[src/rtl/ppg_pkg.sv]
package ppg_pkg;
  typedef enum logic [1:0] {
    EDGE_OFF  = 2'd0,
    EDGE_RISE = 2'd1,
    EDGE_FALL = 2'd2,
    EDGE_BOTH = 2'd3
  } trig_edge_e;

  localparam int ADR_CTL  = 0;
  localparam int ADR_CMD  = 1;
  localparam int ADR_CMP0 = 2;

  localparam int CMD_START_BIT = 0;
  localparam int CMD_STOP_BIT  = 1;
endpackage

[src/rtl/ppg_edge_det.sv]
module ppg_edge_det
  import ppg_pkg::*;
#(
  parameter int SYNC = 2
) (
  input  logic       clk,
  input  logic       rst_n,
  input  logic       pin,
  input  trig_edge_e sel,
  input  logic       dis,
  output logic       hit
);
  logic [SYNC:0] sh;
  logic          now_lvl, old_lvl, rise, fall;

  always_ff @(posedge clk or negedge rst_n) begin
    if (!rst_n) sh <= '0;
    else        sh <= {sh[SYNC-1:0], pin};
  end

  assign now_lvl = sh[SYNC-1];
  assign old_lvl = sh[SYNC];
  assign rise    = now_lvl & ~old_lvl;
  assign fall    = ~now_lvl & old_lvl;

  always_comb begin
    hit = 1'b0;
    if (!dis) begin
      unique case (sel)
        EDGE_RISE: hit = rise;
        EDGE_FALL: hit = fall;
        EDGE_BOTH: hit = rise | fall;
        default:   hit = 1'b0;
      endcase
    end
  end
endmodule

[src/rtl/ppg_cmp_bank.sv]
module ppg_cmp_bank #(
  parameter int W  = 16,
  parameter int N  = 3,
  parameter int CW = $clog2(N + 1)
) (
  input  logic                  clk,
  input  logic                  rst_n,
  input  logic [N-1:0]          wr_sel,
  input  logic [W-1:0]          wr_data,
  input  logic                  ppg_en,
  input  logic [CW-1:0]         nreg_req,
  input  logic                  load,
  output logic [N-1:0][W-1:0]   shd_val,
  output logic [N-1:0][W-1:0]   act_val,
  output logic [CW-1:0]         act_n,
  output logic [N-1:0]          wr_ok
);
  function automatic logic [CW-1:0] clamp_used(input logic [CW-1:0] f);
    if (f == '0) return CW'(1);
    if (int'(f) > N) return CW'(N);
    return f;
  endfunction

  logic [CW-1:0] used;
  assign used = clamp_used(nreg_req);

  for (genvar g = 0; g < N; g++) begin : g_slot
    if (g == 0) begin : g_first
      assign wr_ok[g] = wr_sel[g];
    end else begin : g_gated
      assign wr_ok[g] = wr_sel[g] & ppg_en & (CW'(g) < used);
    end

    always_ff @(posedge clk or negedge rst_n) begin
      if (!rst_n) begin
        shd_val[g] <= '0;
        act_val[g] <= '0;
      end else begin
        if (wr_ok[g]) shd_val[g] <= wr_data;
        if (load)     act_val[g] <= shd_val[g];
      end
    end
  end

  always_ff @(posedge clk or negedge rst_n) begin
    if (!rst_n)    act_n <= CW'(1);
    else if (load) act_n <= used;
  end
endmodule

[src/rtl/ppg_core.sv]
module ppg_core #(
  parameter int W  = 16,
  parameter int N  = 3,
  parameter int CW = $clog2(N + 1)
) (
  input  logic                clk,
  input  logic                rst_n,
  input  logic                tick,
  input  logic                start,
  input  logic                stop,
  input  logic                init_lvl,
  input  logic [N-1:0][W-1:0] act_val,
  input  logic [CW-1:0]       act_n,
  output logic [W-1:0]        cnt,
  output logic                running,
  output logic                pulse_out,
  output logic                irq,
  output logic [W-1:0]        per_val,
  output logic                period_evt,
  output logic                toggle_hit,
  output logic                load
);
  function automatic logic odd_hits(input logic [N-1:0] m);
    return ^m;
  endfunction

  logic [N-1:0] hit_vec;
  logic         step_ok, at_period;

  always_comb begin
    per_val = '0;
    hit_vec = '0;
    for (int i = 0; i < N; i++) begin
      if (act_n == CW'(i + 1)) per_val = act_val[i];
      if (CW'(i + 1) < act_n)  hit_vec[i] = (cnt == act_val[i]);
    end
  end

  assign step_ok    = tick & running & ~start & ~stop;
  assign at_period  = (cnt == per_val);
  assign period_evt = step_ok & at_period;
  assign toggle_hit = step_ok & ~at_period & odd_hits(hit_vec);
  assign load       = start | period_evt;

  always_ff @(posedge clk or negedge rst_n) begin
    if (!rst_n) begin
      cnt       <= '0;
      running   <= 1'b0;
      pulse_out <= 1'b0;
      irq       <= 1'b0;
    end else begin
      irq <= period_evt;
      if (start) begin
        cnt       <= '0;
        running   <= 1'b1;
        pulse_out <= init_lvl;
      end else if (stop) begin
        running <= 1'b0;
      end else if (period_evt) begin
        cnt       <= '0;
        pulse_out <= init_lvl;
      end else if (step_ok) begin
        cnt <= cnt + 1'b1;
        if (toggle_hit) pulse_out <= ~pulse_out;
      end
    end
  end
endmodule

[src/rtl/ppg_timer.sv]
module ppg_timer
  import ppg_pkg::*;
#(
  parameter int W    = 16,
  parameter int N    = 3,
  parameter int AW   = 3,
  parameter int SYNC = 2
) (
  input  logic          clk,
  input  logic          rst_n,
  input  logic          tick,
  input  logic          wr_en,
  input  logic [AW-1:0] wr_addr,
  input  logic [W-1:0]  wr_data,
  input  logic          trig_in,
  output logic          pulse_out,
  output logic          irq
);
  localparam int CW      = $clog2(N + 1);
  localparam int B_NREG  = 1;
  localparam int B_INIT  = B_NREG + CW;
  localparam int B_EDGE  = B_INIT + 1;
  localparam int B_DIS   = B_EDGE + 2;

  logic                ppg_en, init_lvl, trig_dis;
  logic [CW-1:0]       nreg_req;
  trig_edge_e          edge_sel;

  logic                wr_ctl, start_cmd, stop_cmd, trig_hit, start, stop;
  logic [N-1:0]        wr_sel, wr_ok;
  logic [N-1:0][W-1:0] shd_val, act_val;
  logic [CW-1:0]       act_n;
  logic [W-1:0]        cnt, per_val;
  logic                running, period_evt, toggle_hit, load;

  assign wr_ctl    = wr_en && (wr_addr == AW'(ADR_CTL));
  assign start_cmd = wr_en && (wr_addr == AW'(ADR_CMD)) && wr_data[CMD_START_BIT];
  assign stop_cmd  = wr_en && (wr_addr == AW'(ADR_CMD)) && wr_data[CMD_STOP_BIT]
                     && !wr_data[CMD_START_BIT];

  for (genvar g = 0; g < N; g++) begin : g_dec
    assign wr_sel[g] = wr_en && (wr_addr == AW'(ADR_CMP0 + g));
  end

  always_ff @(posedge clk or negedge rst_n) begin
    if (!rst_n) begin
      ppg_en   <= 1'b0;
      nreg_req <= '0;
      init_lvl <= 1'b0;
      edge_sel <= EDGE_OFF;
      trig_dis <= 1'b0;
    end else if (wr_ctl) begin
      ppg_en   <= wr_data[0];
      nreg_req <= wr_data[B_NREG +: CW];
      init_lvl <= wr_data[B_INIT];
      edge_sel <= trig_edge_e'(wr_data[B_EDGE +: 2]);
      trig_dis <= wr_data[B_DIS];
    end
  end

  ppg_edge_det #(.SYNC(SYNC)) u_edge (
    .clk   (clk),
    .rst_n (rst_n),
    .pin   (trig_in),
    .sel   (edge_sel),
    .dis   (trig_dis),
    .hit   (trig_hit)
  );

  assign start = start_cmd | trig_hit;
  assign stop  = stop_cmd;

  ppg_cmp_bank #(.W(W), .N(N), .CW(CW)) u_bank (
    .clk      (clk),
    .rst_n    (rst_n),
    .wr_sel   (wr_sel),
    .wr_data  (wr_data),
    .ppg_en   (ppg_en),
    .nreg_req (nreg_req),
    .load     (load),
    .shd_val  (shd_val),
    .act_val  (act_val),
    .act_n    (act_n),
    .wr_ok    (wr_ok)
  );

  ppg_core #(.W(W), .N(N), .CW(CW)) u_core (
    .clk        (clk),
    .rst_n      (rst_n),
    .tick       (tick),
    .start      (start),
    .stop       (stop),
    .init_lvl   (init_lvl),
    .act_val    (act_val),
    .act_n      (act_n),
    .cnt        (cnt),
    .running    (running),
    .pulse_out  (pulse_out),
    .irq        (irq),
    .per_val    (per_val),
    .period_evt (period_evt),
    .toggle_hit (toggle_hit),
    .load       (load)
  );
endmodule

[config.mk]
export PLATFORM = sky130hd
export DESIGN_NAME = ppg_timer
export DESIGN_NICKNAME = d
export VERILOG_FILES = /design/src/rtl/ppg_pkg.sv /design/src/rtl/ppg_edge_det.sv /design/src/rtl/ppg_cmp_bank.sv /design/src/rtl/ppg_core.sv /design/src/rtl/ppg_timer.sv
export SDC_FILE = /design/constraint.sdc
export NUM_CORES = 1
export LEC_CHECK = 0
export BUFFER_PORTS_ARGS = -buffer_cell sky130_fd_sc_hd__buf_2
export CAP_MARGIN = 20
export CORE_ASPECT_RATIO = 0.5
export CORE_MARGIN = 2
export CORE_UTILIZATION = 55
export DETAILED_ROUTE_END_ITERATION = 8
export HOLD_SLACK_MARGIN = 0.05
export PLACE_DENSITY = 0.73
export SLEW_MARGIN = 20
export SYNTH_ARGS = -nofsm -noshare
export SYNTH_HDL_FRONTEND = slang
export SYNTH_SLANG_ARGS = --single-unit
[constraint.sdc]
create_clock -name clk -period 2.9 [get_ports clk]
set_input_delay 0 -clock clk [delete_from_list [all_inputs] [get_ports clk]]
set_output_delay 0 -clock clk [all_outputs]
set_load 0.05 [all_outputs]
==> out/results.tsv <==
stage	metric	value	unit
clock_network	CTS tree	done	
min_path	Hold Startpoint	wr_en	
critical_path	worst-path maximum fanout	6	
sta	Worst Tran Pin Value	0.7338	ns
finish	final net count	603	
route	drt first pass iters	4	
finish	n_diodes	0	
yosys	Synth cell types	55	
yosys	Post-Syn Area	6285	um2
sta	maximum clock rate	345.6	MHz
global_routing	initial antenna violation count	0	
sta	RSZ-0062 raised after global routing	yes	
finish	P&R area growth vs syn	24.35	%
die	io pins	26	
yosys	most common cell in the synthesized netlist	dfrtp_1	
yosys	Synth area leader	dfrtp_1	
global_routing	gr ovfl total	0	
finish	share of layout cells above drive strength 1	0.3833	
power_and_ir_drop	Net Sw Frac	0.3260	
clock_network	CTS Root Cell	clkbuf_16	
die	Initial Util	0.5689	
power_and_ir_drop	VDD IR max	0.0005035	V
power_and_ir_drop	Clk pwr share	0.285	
sta	final setup fails	0	
global_routing	first-pass GRT wire length	24270	um
power_and_ir_drop	Pint	4972	uW
clock_network	Max Buffers Root-to-Sink	2	
place	RePlAce Congestion	0.8780	
place	number of placed instances, taps included	667	
yosys	syn nets	523	
min_path	worst hold path type	in -> reg	
finish	final design utilization	0.7074	
yosys	syn_area_per_cell	12.67	um2
sta	Final Max Slew Viols	0	
route	ANT nets after route	0	
yosys	top cells by count, synth	dfrtp_1, mux2_2, mux2_4	
yosys	ranking of synthesized cells by area	dfrtp_1, mux2_2, mux2_4	
global_routing	number of global-route vias before repair	4331	
route	WL per Instance	20.98	um
job	max-cap check violation count	0	
die	die area	12350	um2
critical_path	Reg2Reg Launch Point	u_bank.act_n[0]	
power_and_ir_drop	LEAKAGE	0.003558	uW
clock_network	Worst-path clk slew	0.06	ns
clock_network	clk sink count	127	
critical_path	Req. time, crit path	3.21	ns
route	WL final	15360	um
sta	fin crit period	2.894	ns
power_and_ir_drop	sequential share of power	0.370	
yosys	Syn Inst Count	496	
place	HPWL after DPL	10080	um
route	DRT iter0 DRCs	234	
power_and_ir_drop	Pwr Density	943.9	nW/um2
yosys	flops & latches, synth	127	
sta	final number of hold-violating endpoints	0	
die	row cnt	27	
yosys	synthesis warning total	0	
yosys	post-synth top area share	0.5017	
clock_network	worst-skew pair later-pin latency	0.42	ns
finish	fin cells	732	
clock_network	# H-tree levels	4	
route	vias per cell	5.874	
critical_path	worst endpoint data arrival time	3.20	ns
critical_path	worst setup path start	u_bank.act_n[0]	
finish	fill count	748	
power_and_ir_drop	sw power	2404	uW
route	Remaining DRCs	0	
place	IO buf count	25	
die	height of the die	79.59	um
sta	Setup Skew	0.006853	ns
outcome	outcome	completed	
sta	Slew HR	0.5092	
yosys	sequential cell area fraction in the yosys report	0.5059	
global_routing	largest net degree at the start of global routing	62	
global_routing	GRT Total Usage	0.2662	
die	core area	11050	um2
sta	period utilization	0.9979	
yosys	Post-synth EDFFs	0	
route	Vias	4300	
die	Die X	155.2	um
yosys	fraction of registers with async set/reset	1.000	
critical_path	critical path launch point type	register	
power_and_ir_drop	Comb pwr share	0.345	
critical_path	crit path kind	reg -> reg	
clock_network	CTS Buf Count	17	
yosys	Post-synth top flop	dfrtp_1	
critical_path	Worst Setup End Kind	register	
## logic make-up (layout without fill, tap and decap cells)
logic type      after synthesis  in the layout  share of synthesized area
flops                       127            127                     0.5059
compound gates               46             46                    0.05495
xor+xnor                     50             50                    0.06968
simple gates                112            112                    0.09357
mux                         121            121                     0.2387
fa+ha+maj                     3              3                   0.005973
buf+inv                      37            128                    0.03126
## registers in the layout, summed over array words and instances (netlist names)
register,count
u_bank.act_val,48
u_bank.shd_val,48
u_core.cnt,16
u_edge.sh,3
edge_sel,2
nreg_req,2
u_bank.act_n,2
init_lvl,1
ppg_en,1
trig_dis,1
u_core.irq,1
u_core.pulse_out,1
u_core.running,1
## per-layer routing
layer	vias up	routed length (um)	share of wire	GRT usage
met5	-	0	0	0
met4	0	252	0.016	0.1000
li1	1923	-	-	-
met1	2220	7231	0.47	0.3850
met2	128	6906	0.45	0.3987
met3	29	967	0.063	0.05592
## what timing repair did
item	4_1_cts	5_1_grt
hold buffers	21	0
gates cloned	2	1
endpoints found under the setup margin	49	60
pin swaps	4	4
endpoints found under the hold margin	183	0
resized for setup	11	21
setup buffers	8	4
## worst max-delay path, stage by stage, from the launching register on
cell and delay (ns):
dfstp_2 0.58, buf_12 0.14, mux2_4 0.32, a22oi_2 0.15, nor2_2 0.07, a2111oi_4 0.37
nand4_2 0.22, o31ai_4 0.27, buf_6 0.20, clkbuf_16 0.17, mux2_4 0.30
## final timing paths
check,to,slack [ns],depth (start not counted)
hold reg to reg,u_edge.sh[1],0.35,0
max in group asynchronous,u_bank.shd_val[46],1.67,3
min in group asynchronous,u_edge.sh[2],0.13,3
setup / recovery,u_bank.act_val[10],0.006,10
hold / removal,u_core.running,0.1,5
setup reg to reg,u_bank.act_val[10],0.006,10
## per-stage QoR
stage | hold WS (ns) | setup slack, ns | area (um2) | power, uW | setup TNS [ns]
floorplan | -0.2956 | 0.001540 | 6285 | 4145 | 0
CTS | 0.08254 | 0.003507 | 7694 | 7158 | 0
global route | 0.1129 | -0.1017 | 7815 | 7699 | -4.047
global placement | -0.1134 | 0.006259 | 6730 | 4726 | 0
detailed placement | -0.1083 | -0.07283 | 6730 | 4809 | -1.213
finish | 0.09694 | 0.006066 | 7815 | 7376 | 0
## power by group through the flow
stage / clock, uW / sequential [uW] / combinational [uW]
final: 2100 / 2730 / 2550
after global routing: 2210 / 2780 / 2710
after CTS: 2130 / 2700 / 2330
after detailed placement: 0 / 2710 / 2090
after global placement: 0 / 2700 / 2030
after floorplan: 0 / 2530 / 1620
## final cells by class
type | count | area [um2] | area share
inverter | 9 | 33.78 | 0.004323
tap | 145 | 181.4 | 0.02321
clock buffer | 20 | 466.7 | 0.05972
multi-input combinational | 332 | 3035 | 0.3884
timing repair buffer | 89 | 804.5 | 0.1029
clock inverter | 10 | 113.9 | 0.01457
sequential | 127 | 3179 | 0.4068
## cell usage in the layout, fill, tap and decap left out, drive strengths merged, types with 3 or more instances in the layout
| cell | n |
|---|---|
| dlygate4sd3 | 21 |
| inv | 9 |
| xnor2 | 39 |
| clkinv | 4 |
| and2 | 3 |
| a22oi | 5 |
| mux2 | 108 |
| nor2 | 30 |
| nand4 | 7 |
| o211ai | 5 |
| ha | 3 |
| o22ai | 3 |
| clkinvlp | 4 |
| clkbuf | 21 |
| o21ai | 9 |
| xor2 | 11 |
| nor3 | 9 |
| nor4 | 6 |
| nor2b | 7 |
| a21oi | 6 |
| nand2b | 6 |
| nand3 | 9 |
| nand3b | 3 |
| o221ai | 3 |
| nand2 | 21 |
| mux2i | 13 |
| dfrtp | 126 |
| a2111oi | 3 |
| buf | 67 |
Note: power is estimated with default switching activity, not from simulation.
